`src/rtl/pio_pkg.sv`:
```
package pio_pkg;
  localparam int ADDR_W = 2;
  localparam logic [ADDR_W-1:0] ADDR_PORT = 2'd0;
  localparam logic [ADDR_W-1:0] ADDR_DIR  = 2'd1;
  localparam logic [ADDR_W-1:0] ADDR_CTRL = 2'd2;
  localparam logic [ADDR_W-1:0] ADDR_FLAG = 2'd3;

  // bit 2: flavour B, bit 1: rising edge active, bit 0: latch enable
  typedef struct packed {
    logic port_b;
    logic rise;
    logic latch_en;
  } ctrl_t;
  localparam int CTRL_W = $bits(ctrl_t);
endpackage

```
`src/rtl/pio_sync.sv`:
```
module pio_sync #(
  parameter int W      = 8,
  parameter int STAGES = 2
) (
  input  logic         clk_i,
  input  logic         rst_ni,
  input  logic [W-1:0] d_i,
  output logic [W-1:0] q_o
);
  logic [W-1:0] stg_q [STAGES];

  always_ff @(posedge clk_i or negedge rst_ni) begin
    if (!rst_ni) stg_q[0] <= '0;
    else         stg_q[0] <= d_i;
  end

  for (genvar s = 1; s < STAGES; s++) begin : g_stage
    always_ff @(posedge clk_i or negedge rst_ni) begin
      if (!rst_ni) stg_q[s] <= '0;
      else         stg_q[s] <= stg_q[s-1];
    end
  end

  assign q_o = stg_q[STAGES-1];
endmodule

```
`src/rtl/pio_regs.sv`:
```
module pio_regs
  import pio_pkg::*;
#(
  parameter int W = 8
) (
  input  logic              clk_i,
  input  logic              rst_ni,
  input  logic [ADDR_W-1:0] addr_i,
  input  logic              wr_en_i,
  input  logic [W-1:0]      wdata_i,
  input  logic [W-1:0]      port_rd_i,
  input  logic              flag_i,
  output logic [W-1:0]      dir_o,
  output logic [W-1:0]      out_o,
  output ctrl_t             ctrl_o,
  output logic              clr_o,
  output logic [W-1:0]      rdata_o
);
  logic wr_port, wr_dir, wr_ctrl;

  assign wr_port = wr_en_i && (addr_i == ADDR_PORT);
  assign wr_dir  = wr_en_i && (addr_i == ADDR_DIR);
  assign wr_ctrl = wr_en_i && (addr_i == ADDR_CTRL);
  assign clr_o   = wr_en_i && (addr_i == ADDR_FLAG) && wdata_i[0];

  always_ff @(posedge clk_i or negedge rst_ni) begin
    if (!rst_ni) begin
      dir_o  <= '0;
      out_o  <= '0;
      ctrl_o <= '0;
    end else begin
      if (wr_dir)  dir_o  <= wdata_i;
      if (wr_port) out_o  <= wdata_i;
      if (wr_ctrl) ctrl_o <= ctrl_t'(wdata_i[CTRL_W-1:0]);
    end
  end

  always_comb begin
    unique case (addr_i)
      ADDR_PORT: rdata_o = port_rd_i;
      ADDR_DIR:  rdata_o = dir_o;
      ADDR_CTRL: rdata_o = W'(ctrl_o);
      default:   rdata_o = W'(flag_i);
    endcase
  end

  a_r11_ctrl_readback: assert property (@(posedge clk_i) disable iff (!rst_ni)
    wr_ctrl |=> (ctrl_o == $past(wdata_i[CTRL_W-1:0])));
endmodule

```
`src/rtl/pio_capture.sv`:
```
module pio_capture #(
  parameter int W = 8
) (
  input  logic         clk_i,
  input  logic         rst_ni,
  input  logic         strb_i,
  input  logic         rise_i,
  input  logic         clr_i,
  input  logic [W-1:0] view_i,
  output logic         flag_o,
  output logic [W-1:0] snap_o
);
  logic strb_q, act_edge;

  always_ff @(posedge clk_i or negedge rst_ni) begin
    if (!rst_ni) strb_q <= 1'b0;
    else         strb_q <= strb_i;
  end

  assign act_edge = rise_i ? (strb_i & ~strb_q) : (~strb_i & strb_q);

  // set beats clear; snapshot only refreshed when the flag was clear
  always_ff @(posedge clk_i or negedge rst_ni) begin
    if (!rst_ni) begin
      flag_o <= 1'b0;
      snap_o <= '0;
    end else begin
      if (act_edge)   flag_o <= 1'b1;
      else if (clr_i) flag_o <= 1'b0;
      if (act_edge && !flag_o) snap_o <= view_i;
    end
  end

  a_r6_flag_set: assert property (@(posedge clk_i) disable iff (!rst_ni)
    act_edge |=> flag_o);
  a_r6_flag_clear: assert property (@(posedge clk_i) disable iff (!rst_ni)
    (clr_i && !act_edge) |=> !flag_o);
  a_r9_snap_held: assert property (@(posedge clk_i) disable iff (!rst_ni)
    flag_o |=> $stable(snap_o));
endmodule

```
`src/rtl/pio_port.sv`:
```
module pio_port
  import pio_pkg::*;
#(
  parameter int W         = 8,
  parameter int SYNC_STGS = 2
) (
  input  logic              clk_i,
  input  logic              rst_ni,
  input  logic [ADDR_W-1:0] addr_i,
  input  logic              wr_en_i,
  input  logic [W-1:0]      wdata_i,
  output logic [W-1:0]      rdata_o,
  input  logic [W-1:0]      pin_i,
  output logic [W-1:0]      pin_o,
  output logic [W-1:0]      pin_oe_o,
  input  logic              strobe_i,
  output logic              flag_o
);
  logic [W-1:0] pins_s, dir, outr, view, snap, port_rd;
  logic         strb_s, clr;
  ctrl_t        ctrl;

  pio_sync #(.W(W), .STAGES(SYNC_STGS)) u_pin_sync (
    .clk_i, .rst_ni, .d_i(pin_i), .q_o(pins_s));

  pio_sync #(.W(1), .STAGES(SYNC_STGS)) u_strb_sync (
    .clk_i, .rst_ni, .d_i(strobe_i), .q_o(strb_s));

  pio_regs #(.W(W)) u_regs (
    .clk_i, .rst_ni, .addr_i, .wr_en_i, .wdata_i,
    .port_rd_i(port_rd), .flag_i(flag_o),
    .dir_o(dir), .out_o(outr), .ctrl_o(ctrl), .clr_o(clr), .rdata_o);

  // flavour B replaces output bits with the output register
  assign view = ctrl.port_b ? ((outr & dir) | (pins_s & ~dir)) : pins_s;

  pio_capture #(.W(W)) u_cap (
    .clk_i, .rst_ni, .strb_i(strb_s), .rise_i(ctrl.rise), .clr_i(clr),
    .view_i(view), .flag_o, .snap_o(snap));

  always_comb begin
    if (!ctrl.latch_en)   port_rd = view;
    else if (ctrl.port_b) port_rd = flag_o ? snap : view;
    else                  port_rd = snap;
  end

  assign pin_oe_o = dir;
  assign pin_o    = outr & dir;

  always_comb begin
    if (!rst_ni) a_r10_reset_inputs: assert (pin_oe_o == '0 && pin_o == '0);
  end

  a_r1_dir_write: assert property (@(posedge clk_i) disable iff (!rst_ni)
    (wr_en_i && addr_i == ADDR_DIR) |=> (pin_oe_o == $past(wdata_i)));
  a_r2_pin_from_out: assert property (@(posedge clk_i) disable iff (!rst_ni)
    (wr_en_i && addr_i == ADDR_PORT) |=> (pin_o == ($past(wdata_i) & pin_oe_o)));
endmodule

```
`config.mk`:
```
export PLATFORM = sky130hd
export DESIGN_NAME = pio_port
export DESIGN_NICKNAME = d
export VERILOG_FILES = /design/src/rtl/pio_pkg.sv /design/src/rtl/pio_sync.sv /design/src/rtl/pio_regs.sv /design/src/rtl/pio_capture.sv /design/src/rtl/pio_port.sv
export SDC_FILE = /design/constraint.sdc
export NUM_CORES = 1
export LEC_CHECK = 0
export ABC_AREA = 0
export BUFFER_PORTS_ARGS = -buffer_cell sky130_fd_sc_hd__buf_2
export CORE_MARGIN = 2
export CORE_UTILIZATION = 59
export CTS_BUF_LIST = sky130_fd_sc_hd__clkbuf_4
export DETAILED_ROUTE_END_ITERATION = 10
export PLACE_DENSITY = 0.95
export SLEW_MARGIN = 5
export SYNTH_ARGS = -nofsm -noshare
export SYNTH_HDL_FRONTEND = slang
export SYNTH_SLANG_ARGS = --single-unit
```
`constraint.sdc`:
```
create_clock -name clk_i -period 4 [get_ports clk_i]
set_clock_uncertainty 0.15 [all_clocks]
set_input_delay 0.4 -clock clk_i [delete_from_list [all_inputs] [get_ports clk_i]]
set_output_delay 0.4 -clock clk_i [all_outputs]
set_load 0.05 [all_outputs]
```
==> out/results.tsv <==
stage	metric	value	unit
run_status	status	completed	
layout	antenna_cells	0	
clocking	cts_sinks	47	
timing	worstMarginPinSlew	0.978	ns
timing	slew_violations	0	
yosys	yosys-top-cells-area	dfrtp_1, mux2_2, a221oi_1	
floorplanning	num_io_pins	47	
timing	setup_tns	0	ns
pwr	max-vdd-ir-drop	0.344	mV
timing	fin_crit	2.89	ns
worst_setup_path	path_max_fanout	20	
yosys	yosysSeqAreaShare	58.0	%
hold_path	hold_class	input port to async pin	
timing	rsz0062_at_grt	false	
timing	setup_viol	0	
placed_design	dp_cells	248	
route	wl_per_cell	16.0	um
layout	layout.area.seq	0.00118	mm2
grt	grtUsageTotal	23.8	%
worst_setup_path	cp.required	3.45	ns
clocking	ctsResizeCount	0	
yosys	synth_edf_count	0	
clocking	cts_max_level	2	
yosys	synthCells	163	
pwr	power	1.28	mW
layout	fillers	242	
route	drc	0	
placed_design	post-dp-hpwl	2930	um
yosys	yosys.area.top_type	dfrtp_1	
route	vias_per_cell	5.86	
layout	multiInputGateArea	816	um2
worst_setup_path	cp.arrival	2.34	ns
yosys	synth_cell_types	28	
route	first_iter_violations	176	
layout	drive_above_1_share	37.4	%
timing	timing.hold.ws	0.0214	ns
worst_setup_path	startpoint_type	register	
route	wl	4240	um
yosys	synth_top_area_share	58.0	%
layout	final_nets	240	
pwr	p_per_area	528	mW/mm2
pwr	p_leak	1.15	nW
layout	fin_cells	265	
yosys	syn-num-nets	185	
layout	finalInstanceArea	0.00243	mm2
floorplanning	initial_core_util	61.3	%
placed_design	port_buffers	46	
clocking	cts_tree	done	
worst_setup_path	critical-path-top-delay-family	flip-flops	
timing	timing.final.crit_share	72.1	%
floorplanning	die_x	62.6	um
clocking	cts_root_buffer	clkbuf_4	
clocking	cts_buffer_depth	2	
route	dr.pass1.iters	4	
floorplanning	die-area	0.00392	mm2
yosys	synth.avg_cell_area	12.4	um2
worst_setup_path	path_class	register to primary output	
worst_setup_path	critical_path.slowest_cell	dfrtp_1	
worst_setup_path	crit_buf_inv	1	
worst_setup_path	crit_chain	nor2b_1 > o221ai_1 > a31oi_1 > buf_2	
grt	gr-total-overflow	0	
timing	slew-limit-headroom	34.8	%
worst_setup_path	max_stage_delay	0.70	ns
grt	grt_pass1_vias	1499	
worst_setup_path	end_kind	primary output	
clocking	clkTransAtPathRegs	0.13	ns
yosys	ys.flop_type	dfrtp_1	
grt	grt_pass1_wl	7160	um
floorplanning	core	0.00331	mm2
yosys	synth-seq-cells	47	
placed_design	gp_congestion	0.845	
clocking	cts_buffers	5	
grt	antenna_found_initial	0	
route	antenna_left	0	
job	maxCapViolations	0	
placed_design	place_area	0.00228	mm2
layout	area_growth	19.9	%
floorplanning	die_h	62.6	um
timing	maxClockFrequency	347	MHz
grt	grt_max_degree	48	
timing	hold_viol	0	
yosys	async_flop_share	100	%
yosys	synth.cell_area	0.00203	mm2
clocking	clock_latency	0.37	ns
yosys	yosysWarnings	0	
route	vias	1554	
floorplanning	rows	21	
[cell usage in the layout (no fill, tap or decap), drive strengths merged, types with 2 or more instances in the layout]
cell          n
o21ai         9
nor2b         3
nand2        16
a22oi         2
nor2          2
clkinv        2
clkbuf        5
mux2         26
dlygate4sd3   9
a21o          8
dfrtp        47
o31ai         7
buf          46
and2          9
and3          8
a221oi        7
[metal layers]
layer  track usage (%)  part of all wire, %  up-vias  wire length (um)
li1                  -                    -      706                 -
met2              38.2                   51       74              2160
met4              11.9                  1.9        0                79
met1              30.2                   41      765              1720
met5                 0                    0        -                 0
met3              6.13                  6.7        9               283
[final timing paths]
check	slack, ns	startpoint	to	depth (start not counted)
setup reg to reg	2.17	u_regs.ctrl_o[1]	u_cap.snap_o[3]	3
setup / recovery	1.11	u_regs.ctrl_o[2]	rdata_o[0]	4
max in group asynchronous	3.07	rst_ni	u_regs.ctrl_o[1]	1
hold reg to reg	0.21	u_pin_sync.stg_q[9]	u_pin_sync.q_o[1]	0
hold / removal	0.02	rst_ni	u_cap.strb_q	1
min in group clk_i	0.11	wdata_i[6]	u_regs.out_o[6]	2
[state kept, by name, indices dropped and copies added, names as in the netlist]
register and flops:
u_cap.flag_o 1, u_cap.strb_q 1, u_strb_sync.q_o 1, u_regs.dir_o 8, u_pin_sync.stg_q 8, u_pin_sync.q_o 8
u_strb_sync.stg_q 1, u_regs.ctrl_o 3, u_regs.out_o 8, u_cap.snap_o 8
[power by group]
group | total (mW) | switching, mW | internal (mW)
clock | 0.219 | 0.151 | 0.0675
combinational | 0.422 | 0.272 | 0.150
sequential | 0.643 | 0.0822 | 0.561
total | 1.28 | 0.505 | 0.779
[layout make-up]
cell class | count | share of cell area [%]
Multi-Input combinational cell | 108 | 33.6
Clock buffer | 5 | 1.54
Clock inverter | 3 | 0.823
Tap cell | 46 | 2.37
Sequential cell | 47 | 48.4
Timing Repair Buffer | 55 | 13.2
Inverter | 1 | 0.154
[cells in the mapped netlist, drive strengths merged (2+ instances only)]
library cell  number
dfrtp             47
mux2              26
nand2             16
and2               9
o21ai              9
a21o               8
and3               8
a221oi             7
o31ai              7
buf                4
clkbuf             3
nor2b              3
a22oi              2
nor2               2
[cell families (layout without fill, tap and decap cells)]
kind of cell,Yosys count,after routing,synth area share [%]
muxes,26,26,14.4
and+or+nand+nor,43,43,11.4
AOI/OAI and AO/OA,39,39,14.4
DFF,47,47,58.0
buffers and inverters,8,64,1.79
[what timing repair did]
action	in CTS	in global routing
endpoints found under the hold margin	9	0
buffers inserted	0	0
hold buffers	9	0
[stage by stage]
| stage | utilization [%] | setup slack (ns) |
|---|---|---|
| after CTS | 73.4 | 1.16 |
| after detailed placement | 69.0 | 1.60 |
| after global routing | 73.4 | 0.962 |
| after global placement | 69.0 | 1.65 |
| final | 73.4 | 1.11 |
| after floorplan | - | 1.20 |
(Power assumes the default switching activity.)
